--- config.mk ---
export PLATFORM = sky130hd
export DESIGN_NAME = dram_cycle_arbiter
export DESIGN_NICKNAME = d
export VERILOG_FILES = /design/src/rtl/dcarb_pkg.sv /design/src/rtl/dcarb_refresh_timer.sv /design/src/rtl/dcarb_resolver.sv /design/src/rtl/dcarb_cycle_seq.sv /design/src/rtl/dram_cycle_arbiter.sv
export SDC_FILE = /design/constraint.sdc
export NUM_CORES = 1
export LEC_CHECK = 0
export BUFFER_PORTS_ARGS = -buffer_cell sky130_fd_sc_hd__buf_2
export CORE_ASPECT_RATIO = 0.8
export CORE_MARGIN = 10
export CORE_UTILIZATION = 53
export CTS_BUF_LIST = sky130_fd_sc_hd__clkbuf_8
export DETAILED_ROUTE_END_ITERATION = 16
export MAX_ROUTING_LAYER = met4
export PLACE_DENSITY = 0.78
export RECOVER_POWER = 25
export SLEW_MARGIN = 20
export SYNTH_ARGS = -nofsm -noshare
export SYNTH_HDL_FRONTEND = slang
export SYNTH_SLANG_ARGS = --single-unit
--- constraint.sdc ---
create_clock -name clk -period 2.1 [get_ports clk]
set_input_delay 0.525 -clock clk [delete_from_list [all_inputs] [get_ports clk]]
set_output_delay 0.525 -clock clk [all_outputs]
set_load 0.005 [all_outputs]
--- src/rtl/dcarb_pkg.sv ---
package dcarb_pkg;

    // Who owns the row bus
    typedef enum logic [1:0] {
        OWN_NONE = 2'd0,
        OWN_DISP = 2'd1,
        OWN_CPU  = 2'd2,
        OWN_REF  = 2'd3
    } owner_e;

    // Sequencer phase
    typedef enum logic [1:0] {
        PH_IDLE = 2'd0,
        PH_WAIT = 2'd1,
        PH_ACT  = 2'd2
    } phase_e;

    // Active-high view of the three request sources
    typedef struct packed {
        logic disp;
        logic cpu;
        logic refr;
    } req_s;

    // Second level: display beats whatever the first level chose
    function automatic owner_e top_pick(input logic disp, input owner_e lvl1);
        return disp ? OWN_DISP : lvl1;
    endfunction

endpackage

--- src/rtl/dcarb_refresh_timer.sv ---
module dcarb_refresh_timer
    import dcarb_pkg::*;
#(
    parameter int INTERVAL = 3125,
    parameter int ROW_W    = 6,
    parameter int PEND_W   = 3
) (
    input  logic             clk,
    input  logic             rst,
    input  logic             served,
    output logic             ref_req,
    output logic [ROW_W-1:0] row
);
    localparam int TCNT_W = (INTERVAL > 1) ? $clog2(INTERVAL) : 1;
    localparam logic [TCNT_W-1:0] TCNT_LAST = TCNT_W'(INTERVAL - 1);
    localparam logic [PEND_W-1:0] PEND_MAX  = {PEND_W{1'b1}};

    logic [TCNT_W-1:0] tcnt;
    logic [PEND_W-1:0] pend;
    logic              fire;

    assign fire    = (tcnt == TCNT_LAST);
    assign ref_req = (pend != '0);

    always_ff @(posedge clk) begin
        if (rst) begin
            tcnt <= '0;
        end else if (fire) begin
            tcnt <= '0;
        end else begin
            tcnt <= tcnt + 1'b1;
        end
    end

    // Pending firings: a firing is kept until a refresh cycle retires it
    always_ff @(posedge clk) begin
        if (rst) begin
            pend <= '0;
        end else begin
            unique case ({fire, served})
                2'b10:   if (pend != PEND_MAX) pend <= pend + 1'b1;
                2'b01:   pend <= pend - 1'b1;
                default: pend <= pend;
            endcase
        end
    end

    always_ff @(posedge clk) begin
        if (rst) begin
            row <= '0;
        end else if (served) begin
            row <= row + 1'b1;
        end
    end

endmodule

--- src/rtl/dcarb_resolver.sv ---
module dcarb_resolver
    import dcarb_pkg::*;
#(
    parameter bit REF_FIRST = 1'b1
) (
    input  req_s   req,
    output owner_e win
);
    owner_e lvl1;

    // First level: refresh against processor, order picked by parameter
    generate
        if (REF_FIRST) begin : g_ref_first
            assign lvl1 = req.refr ? OWN_REF : (req.cpu ? OWN_CPU : OWN_NONE);
        end else begin : g_cpu_first
            assign lvl1 = req.cpu ? OWN_CPU : (req.refr ? OWN_REF : OWN_NONE);
        end
    endgenerate

    // Second level: display over the first-level result
    assign win = top_pick(req.disp, lvl1);

endmodule

--- src/rtl/dcarb_cycle_seq.sv ---
module dcarb_cycle_seq
    import dcarb_pkg::*;
#(
    parameter int REL_TICKS = 25,
    parameter int CYC_TICKS = 40,
    parameter int WE_AT     = 10,
    parameter int WE_LEN    = 5,
    parameter int LATCH_AT  = 18
) (
    input  logic   clk,
    input  logic   rst,
    input  owner_e win,
    input  logic   cpu_wr,
    input  logic   disp_hold_n,
    output owner_e owner,
    output logic   ce,
    output logic   we_n,
    output logic   latch_stb,
    output logic   cyc_end,
    output logic   ref_served
);
    localparam int CNT_W = $clog2(REL_TICKS + 1);
    localparam int GAP_W = $clog2(CYC_TICKS - REL_TICKS + 1);
    localparam logic [CNT_W-1:0] CNT_LAST  = CNT_W'(REL_TICKS - 1);
    localparam logic [CNT_W-1:0] WE_FIRST  = CNT_W'(WE_AT);
    localparam logic [CNT_W-1:0] WE_STOP   = CNT_W'(WE_AT + WE_LEN);
    localparam logic [CNT_W-1:0] LATCH_PT  = CNT_W'(LATCH_AT);
    localparam logic [GAP_W-1:0] GAP_LOAD  = GAP_W'(CYC_TICKS - REL_TICKS - 1);

    phase_e           phase;
    logic [CNT_W-1:0] cnt;
    logic [GAP_W-1:0] gap;
    logic             wr_q;
    logic             end_q;
    logic             at_last;
    logic             stretch;

    assign at_last = (phase == PH_ACT) && (cnt == CNT_LAST);
    // Only a display cycle may be stretched
    assign stretch = (owner == OWN_DISP) && !disp_hold_n;

    always_ff @(posedge clk) begin
        if (rst) begin
            phase <= PH_IDLE;
            owner <= OWN_NONE;
            cnt   <= '0;
            gap   <= '0;
            wr_q  <= 1'b0;
            end_q <= 1'b0;
        end else begin
            end_q <= 1'b0;
            if (gap != '0) gap <= gap - 1'b1;
            unique case (phase)
                PH_IDLE: begin
                    // Grants are made only while the bus is free
                    if (win != OWN_NONE) begin
                        owner <= win;
                        wr_q  <= cpu_wr && (win == OWN_CPU);
                        cnt   <= '0;
                        phase <= (gap == '0) ? PH_ACT : PH_WAIT;
                    end
                end
                PH_WAIT: begin
                    // Precharge gap keeps chip-enable rises apart
                    if (gap == '0) begin
                        phase <= PH_ACT;
                        cnt   <= '0;
                    end
                end
                PH_ACT: begin
                    if (at_last) begin
                        if (!stretch) begin
                            phase <= PH_IDLE;
                            owner <= OWN_NONE;
                            wr_q  <= 1'b0;
                            end_q <= 1'b1;
                            gap   <= GAP_LOAD;
                        end
                    end else begin
                        cnt <= cnt + 1'b1;
                    end
                end
                default: phase <= PH_IDLE;
            endcase
        end
    end

    assign ce         = (phase == PH_ACT);
    assign we_n       = !(ce && wr_q && (cnt >= WE_FIRST) && (cnt < WE_STOP));
    assign latch_stb  = ce && !wr_q && (owner != OWN_REF) && (cnt == LATCH_PT);
    assign cyc_end    = end_q;
    assign ref_served = at_last && (owner == OWN_REF);

endmodule

--- src/rtl/dram_cycle_arbiter.sv ---
module dram_cycle_arbiter
    import dcarb_pkg::*;
#(
    parameter int ROW_W        = 6,
    parameter int REF_INTERVAL = 3125,
    parameter int PEND_W       = 3,
    parameter int REL_TICKS    = 25,
    parameter int CYC_TICKS    = 40,
    parameter int WE_AT        = 10,
    parameter int WE_LEN       = 5,
    parameter int LATCH_AT     = 18,
    parameter bit REF_FIRST    = 1'b1
) (
    input  logic             clk,
    input  logic             rst,
    input  logic             disp_req_n,
    input  logic             disp_hold_n,
    input  logic             cpu_req_n,
    input  logic             cpu_wr,
    input  logic [ROW_W-1:0] ext_row,
    output logic             disp_ack_n,
    output logic             cpu_ack_n,
    output logic             ref_ack_n,
    output logic [ROW_W-1:0] row_addr,
    output logic             ext_buf_en,
    output logic [ROW_W-1:0] ref_row,
    output logic             mem_ce,
    output logic             mem_we_n,
    output logic             latch_stb,
    output logic             cyc_end
);
    req_s   req;
    owner_e win;
    owner_e owner;
    logic   ref_req;
    logic   ref_served;

    dcarb_refresh_timer #(
        .INTERVAL (REF_INTERVAL),
        .ROW_W    (ROW_W),
        .PEND_W   (PEND_W)
    ) u_timer (
        .clk     (clk),
        .rst     (rst),
        .served  (ref_served),
        .ref_req (ref_req),
        .row     (ref_row)
    );

    assign req.disp = !disp_req_n;
    assign req.cpu  = !cpu_req_n;
    assign req.refr = ref_req;

    dcarb_resolver #(
        .REF_FIRST (REF_FIRST)
    ) u_resolver (
        .req (req),
        .win (win)
    );

    dcarb_cycle_seq #(
        .REL_TICKS (REL_TICKS),
        .CYC_TICKS (CYC_TICKS),
        .WE_AT     (WE_AT),
        .WE_LEN    (WE_LEN),
        .LATCH_AT  (LATCH_AT)
    ) u_seq (
        .clk         (clk),
        .rst         (rst),
        .win         (win),
        .cpu_wr      (cpu_wr),
        .disp_hold_n (disp_hold_n),
        .owner       (owner),
        .ce          (mem_ce),
        .we_n        (mem_we_n),
        .latch_stb   (latch_stb),
        .cyc_end     (cyc_end),
        .ref_served  (ref_served)
    );

    // One acknowledge per owner code
    assign disp_ack_n = (owner != OWN_DISP);
    assign cpu_ack_n  = (owner != OWN_CPU);
    assign ref_ack_n  = (owner != OWN_REF);

    // Row multiplexer: refresh counter alone during refresh
    assign ext_buf_en = (owner == OWN_DISP) || (owner == OWN_CPU);
    assign row_addr   = (owner == OWN_REF) ? ref_row : ext_row;

endmodule

==> key figures, run 1 <==
Place
  – Detail Placement HPWL: 3430 µm
  – Port Buf Inserts: 31
  – Gpl congestion: 0.873
  – Placed cells: 311

Clock tree
  – Clk sinks: 36
  – Cts bufs inserted: 5
  – CTS H-tree lvls: 2
  – CTS clk-pin slew, worst paths: 0.07 ns
  – Clk_lat worst skew: 0.28 ns
  – Root Driver: clkbuf_8
  – Cts hold-fix bufs: 0
  – Clock buffer depth: 2
  – CTS tree: yes

Logic synthesis
  – Xor-xnor portion of the synthesized cell area: 0.0562
  – Yosys warnings: 0
  – Avg Cell Area, Syn: 8.74 µm²
  – Post-synth top flop: dfxtp_1
  – Main area contributors after synthesis: dfxtp_1 (36%), ha_1 (6.2%), mux2_2 (5.0%)
  – Yosys top cell area share: 0.356
  – Post-Syn Nets: 255
  – Post-synth top cells: dfxtp_1 (36), nor2_1 (23), inv_1 (20)
  – Cell count after synthesis: 232
  – Async set-reset flop share out of synthesis: 0
  – Mux contribution to synthesized area: 0.0654
  – Mapped cell area: 0.00203 mm²
  – Adder-Cell Fraction of Synth Area: 0.0716
  – Synth Register Bits: 36
  – Part of the Yosys area used for sequential elements: 0.356
  – Synth cell types: 54
  – Largest family of logic cells by synthesized area: simple AND/OR/NAND/NOR gates
  – Simple-gate area share of the yosys netlist: 0.264
  – Top-count cell post-synth: dfxtp_1
  – Compound-cell area share of the yosys netlist: 0.133
  – Leading area contributor after synthesis: dfxtp_1
  – Post-synth EDFFs: 0

Setup path
  – Worst EP arrival: 2.24 ns
  – Critical Path Source: u_seq.cnt[0]
  – CP most frequent cell: inv_2
  – WP data required: 2.30 ns
  – Delay of the slowest critical-path stage: 0.36 ns
  – CP Launch Type: flop
  – WP buf/inv: 2
  – CP max-delay cell: fa_2
  – Reg-to-reg critical path startpoint: u_seq.cnt[0]
  – Crit-path cells: inv_2 -> ha_1 -> nand4b_1 -> nor2_2 -> nand2_1 -> fa_2 -> inv_2 -> nor3_1 -> mux2_2 -> a211oi_1
  – Crit path max fanout: 4
  – Setup CP Type: reg -> reg
  – CP Capture Type: flop
  – Largest delay share family, worst path: adder cells

Cells and area
  – Syn-to-layout area delta: 20.6%
  – Share of layout cells above drive strength 1: 0.282
  – # diodes: 0
  – Nets: 299
  – Post-Layout Cell Count: 321
  – Fill cells: 327

STA
  – Period minus WS final: 2.04 ns
  – Tcrit/Tclk final: 0.970
  – Final setup TNS: 0 ns
  – Worst slew pin tran: 0.440 ns
  – Worst slew margin: 0.707
  – Final hold viol count: 0
  – Post-Route Skew: 0.00655 ns
  – Max Fclk: 0.491 GHz
  – Setup violations, final: 0
  – Slew Limit Fails: 0

Status
  – Status: finished, final reports clean

Global routing
  – Total Routing Usage GR: 0.143
  – GRT overflow: 0
  – First-pass GRT wire length: 7510 µm
  – Initial antenna violation count: 0
  – Vias in the first global route: 1642
  – Grt met1 use: 0.185
  – Busiest grt layer: met2
  – Global Route met3 Usage: 0.0449
  – Largest net degree at the start of global routing: 25
  – Met2 global-route usage: 0.204

Worst hold path
  – Hold_sp: disp_req_n
  – Worst min path class: in -> reg

Floorplanning
  – Die span in y: 75.3 µm
  – Row count: 20
  – Ports: 32
  – Die footprint: 0.00671 mm²
  – Initial Utilization: 0.540
  – Die width: 89.1 µm
  – Core area: 0.00375 mm²

Pwr
  – Clock Power Share: 0.274
  – Peak supply drop: 485 µV
  – Switching pwr: 708 µW
  – Internal power: 1.45 mW
  – Leak pwr: 0.974 nW
  – PD cells: 883 mW/mm²
  – Sequential power share: 0.391
  – Switch share: 0.328
  – Combinational power share: 0.335

Route
  – Vias/cell: 5.62
  – Via count: 1805
  – Post-DRT Antenna Nets: 0
  – DR iter-0 viols: 126
  – Drt pass-1 iters: 4
  – WL/cell: 14.1 µm
  – Final WL: 4540 µm
  – # DRC: 0

Flow run
  – Max cap viols: 0
==> timing repair <==
| action | CTS | global route |
|---|---|---|
| setup endpoints to repair | 0 | 3 |
| buffers inserted | 0 | 2 |
| resized for setup | 0 | 7 |
==> through the flow <==
step / util / setup WS, ns / total power, mW / hold WS [ns] / cell area (µm²)
finish: 0.651 / 0.0638 / 2.16 / 0.497 / 2440
global route: 0.651 / -0.0515 / 2.30 / 0.491 / 2440
CTS: 0.642 / 0.0289 / 2.15 / 0.493 / 2410
detailed placement: 0.614 / 0.110 / 1.55 / 0.496 / 2300
global placement: 0.614 / 0.189 / 1.53 / 0.473 / 2300
floorplan: - / 0.00214 / 1.35 / 0.452 / 2040
==> cell type report <==
cell class,count,area (µm²),share of cell area
tap,44,55.1,0.0225
clock buffer,5,68.8,0.0281
sequential,36,724,0.296
inverter,20,75.1,0.0307
multi-input combinational,168,1220,0.500
timing repair buffer,45,260,0.106
clock inverter,3,38.8,0.0159
==> power groups by stage <==
stage | Combinational, mW | Sequential (mW) | Clock, mW
3_3_place_gp | 0.682 | 0.850 | 0
2_1_floorplan | 0.515 | 0.834 | 0
6_report | 0.723 | 0.844 | 0.590
3_5_place_dp | 0.704 | 0.849 | 0
5_1_grt | 0.804 | 0.857 | 0.642
4_1_cts | 0.708 | 0.836 | 0.606
==> per-layer routing <==
layer / routed length (µm) / vias to the layer above
met3: 367 / 5
met4: 51 / 0
met1: 2260 / 834
li1: - / 913
met2: 1860 / 53
met5: 0 / -
==> layout by cell type (no fill, tap or decap), types with 2 or more instances in the layout <==
cell type  Yosys  routed
dfxtp_1       36      33
clkbuf_1       4       3
inv_2          0       2
o21ai_0        7       7
inv_1         20      19
mux2_2         9       9
and3b_1        2       2
a32oi_1        2       2
nand2_1       10      10
xnor2_1       11      11
xor2_1         2       2
clkbuf_8       0       5
and4b_1        2       2
nor4_1         4       4
a21oi_1       15      15
buf_4          0      13
nand3_1       14      14
buf_2          3      28
nand3b_1       3       3
a22o_1         2       2
nor3b_2        2       2
nor2_1        23      22
or3_1          5       5
ha_1          10       9
dfxtp_2        0       3
nand2b_1       3       3
mux2i_1        2       2
nor3_1         9       9
a221oi_1       2       2
==> worst paths after layout <==
kind                           end  depth (start not counted)  slack [ns]
setup / recovery   u_timer.pend[2]                         10        0.06
hold / removal      u_seq.owner[1]                          2        0.50
setup reg to reg   u_timer.pend[2]                         10        0.06
hold reg to reg   u_timer.tcnt[11]                          2        0.51
==> cells by family after synthesis <==
group	count (synthesis)
simple gates	92
flops	36
compound gates	40
buf+inv	28
xor+xnor	13
mux	12
fa+ha+maj	11
==> state kept, by name (all words and copies together), names as in the netlist <==
name and count:
u_seq.cnt 5, u_seq.cyc_end 1, u_seq.gap 4, u_seq.owner 2, u_seq.phase 2, u_seq.wr_q 1, u_timer.pend 3, u_timer.row 6
u_timer.tcnt 12
No activity file was read; power rests on OpenSTA's default activity.
==> run 2, diff against run 1 <==
--- a/config.mk
+++ b/config.mk
@@ -5,6 +5,7 @@
 export SDC_FILE = /design/constraint.sdc
 export NUM_CORES = 1
 export LEC_CHECK = 0
+export ABC_AREA = 1
 export BUFFER_PORTS_ARGS = -buffer_cell sky130_fd_sc_hd__buf_2
 export CORE_ASPECT_RATIO = 0.8
 export CORE_MARGIN = 10
==> run 2 against run 1 <==
  * Synthesized area is 0.62% higher
  * Clock power is 14% lower
  * Die area is 0.47% higher
  * Wire length is 0.62% higher
  * Register-to-register slack better by 0.08 ns
  * Utilization is 1.6 points lower
  * Power is 2.7% lower
  * Non-clock buffer count is 8 lower
  * Worst setup slack better by 0.083 ns
  * Clock skew is 0.0014 ns higher
  * Combinational power is 2% higher
  * Largest cell class unchanged
  * Largest power group unchanged
  * Highest routed layer unchanged
==> key figures, run 2 <==
Status
  – Status: finished, final reports clean

Clock tree
  – Cts hold-fix bufs: 0
  – Cts bufs inserted: 5
  – Clock buffer depth: 2
  – Root Driver: clkbuf_8
  – CTS tree: yes
  – Clk sinks: 36
  – CTS clk-pin slew, worst paths: 0.07 ns
  – Clk_lat worst skew: 0.30 ns
  – CTS H-tree lvls: 2

STA
  – Smallest hold slack: 0.470 ns
  – Slew Limit Fails: 0
  – Post-Route Skew: 0.00796 ns
  – Setup violations, final: 0
  – Period minus WS final: 1.95 ns
  – Worst slew margin: 0.732
  – Max Fclk: 0.512 GHz
  – Worst slew pin tran: 0.401 ns
  – Tcrit/Tclk final: 0.930
  – Final hold viol count: 0

Route
  – Drt pass-1 iters: 4
  – Post-DRT Antenna Nets: 0
  – WL/cell: 12.3 µm
  – DR iter-0 viols: 143
  – Vias/cell: 5.06
  – Via count: 1884
  – Final WL: 4570 µm
  – # DRC: 0

Cells and area
  – Most common cell after layout, fill and taps aside: nand2_1
  – Share of layout cells above drive strength 1: 0.213
  – Top flop regs: u_timer.tcnt: 12 flops, u_timer.row: 6 flops, u_seq.cnt: 5 flops
  – Max reg flops: 12
  – Post-Layout Cell Count: 372
  – Nets: 350
  – Largest Register: u_timer.tcnt
  – Fill cells: 341
  – Syn-to-layout area delta: 17.0%
  – Most frequent cells in the layout: nand2_1 (57), inv_1 (46), dfxtp_1 (35), buf_2 (30), nor2_1 (25)
  – Final instance area: 0.00239 mm²
  – Final Util: 0.636
  – # diodes: 0

Logic synthesis
  – Post-synth top flop: dfxtp_1
  – Post-synth EDFFs: 0
  – Async set-reset flop share out of synthesis: 0
  – Post-Syn Nets: 309
  – Leading area contributor after synthesis: dfxtp_1
  – Main area contributors after synthesis: dfxtp_1 (35%), nand2_1 (10%), inv_1 (8.8%)
  – Top-count cell post-synth: nand2_1
  – Synth Register Bits: 36
  – Cell count after synthesis: 286
  – Avg Cell Area, Syn: 7.13 µm²
  – Yosys warnings: 0
  – Synth cell types: 34
  – Mapped cell area: 0.00204 mm²
  – Post-synth top cells: nand2_1 (57), inv_1 (48), dfxtp_1 (36)
  – Yosys top cell area share: 0.353
  – Part of the Yosys area used for sequential elements: 0.353

Place
  – Placed cells: 361
  – Placed Area: 0.00226 mm²
  – Port Buf Inserts: 31
  – Gpl congestion: 0.883
  – Detail Placement HPWL: 3470 µm

Global routing
  – First-pass GRT wire length: 7850 µm
  – Total Routing Usage GR: 0.151
  – Vias in the first global route: 1734
  – Initial antenna violation count: 0
  – GRT overflow: 0
  – Largest net degree at the start of global routing: 15

Pwr
  – Tot Pwr: 2.10 mW
  – PD cells: 880 mW/mm²
  – Peak supply drop: 615 µV
  – Leak pwr: 1.01 nW

Setup path
  – Worst R2R End: u_timer.pend[2]
  – Worst EP arrival: 1.43 ns
  – CP Capture Type: output pin
  – R2R cell count: 11
  – Crit path max fanout: 6
  – CP Launch Type: flop
  – Critical Path Source: u_seq.phase[1]
  – R2R Setup Slk: 0.15 ns
  – WP data required: 1.57 ns
  – Setup CP Type: reg -> out
  – Critical path endpoint: latch_stb
  – Reg-to-reg critical path startpoint: u_timer.tcnt[0]

Flow run
  – Max cap viols: 0

Floorplanning
  – Die width: 89.4 µm
  – Initial Utilization: 0.543
  – Die footprint: 0.00674 mm²
  – Die span in y: 75.5 µm
  – Row count: 20
  – Core area: 0.00375 mm²
  – Ports: 32

Worst hold path
  – Worst min path class: reg -> reg
[run 2: cell count changes in the layout (fill, tap and decap cells not counted), sizes merged, moves of 6 or more]
| cell | delta |
|---|---|
| nand4 | +9 |
| mux2 | -10 |
| a21oi | +10 |
| xor2 | +6 |
| nand2 | +54 |
| o21ai | +8 |
| inv | +27 |
| buf | -6 |
| xnor2 | -11 |
| or3 | -6 |
[run 2: area by class of cell]
type / count / area (µm²) / share of cell area
sequential: 36 / 722 / 0.303
tap: 44 / 55.1 / 0.0231
inverter: 50 / 193 / 0.0808
clock inverter: 2 / 10.0 / 0.00420
timing repair buffer: 37 / 199 / 0.0834
multi-input combinational: 197 / 1120 / 0.471
clock buffer: 6 / 82.6 / 0.0346
[run 2: cells by family after synthesis]
kind of cell    after synthesis  synth area share
fa+ha+maj                    11            0.0712
xor+xnor                      8            0.0344
simple gates                132             0.317
buf+inv                      53             0.102
compound gates               46             0.123
flops                        36             0.353
[run 2: through the flow]
step / TNS [ns] / setup WS [ns]
3_3_place_gp: 0 / 0.137
3_5_place_dp: 0 / 0.0487
5_1_grt: -0.00420 / -0.00420
6_report: 0 / 0.147
2_1_floorplan: 0 / 0.169
4_1_cts: 0 / 0.0137
[run 2: worst min-delay path by stage]
stage                               start               to  slack (ns)  cells after the start
after detailed placement  u_timer.tcnt[0]  u_timer.tcnt[0]        0.47                      1
final                     u_timer.tcnt[0]  u_timer.tcnt[0]        0.47                      1
after floorplan           u_timer.tcnt[0]  u_timer.tcnt[0]        0.42                      1
after CTS                 u_timer.tcnt[0]  u_timer.tcnt[0]        0.48                      1
after global placement    u_timer.tcnt[0]  u_timer.tcnt[0]        0.43                      1
after global routing               cpu_wr       u_seq.wr_q        0.50                      3
[run 2: what timing repair did]
action,in CTS,in global routing
hold endpoints to repair,0,0
buffers inserted,0,3
endpoints found under the setup margin,0,9
resized for setup,0,8
[run 2: critical path, cell delays in order (launching register included)]
cell and delay, ns:
dfxtp_1 0.35, inv_1 0.11, nor2_8 0.16, inv_1 0.10, nor4_2 0.25, buf_2 0.16
[run 2: layer usage]
metal / vias to the layer above / track usage / wire length (µm)
li1: 1001 / - / -
met1: 829 / 0.192 / 2350
met2: 48 / 0.218 / 1820
met3: 6 / 0.0449 / 338
met4: 0 / 0.0634 / 58
met5: - / - / 0
[run 2: report_power, final]
group	total (mW)	switching (mW)	internal, mW
Clock	0.509	0.248	0.262
Combinational	0.741	0.458	0.283
Sequential	0.849	0.0766	0.772
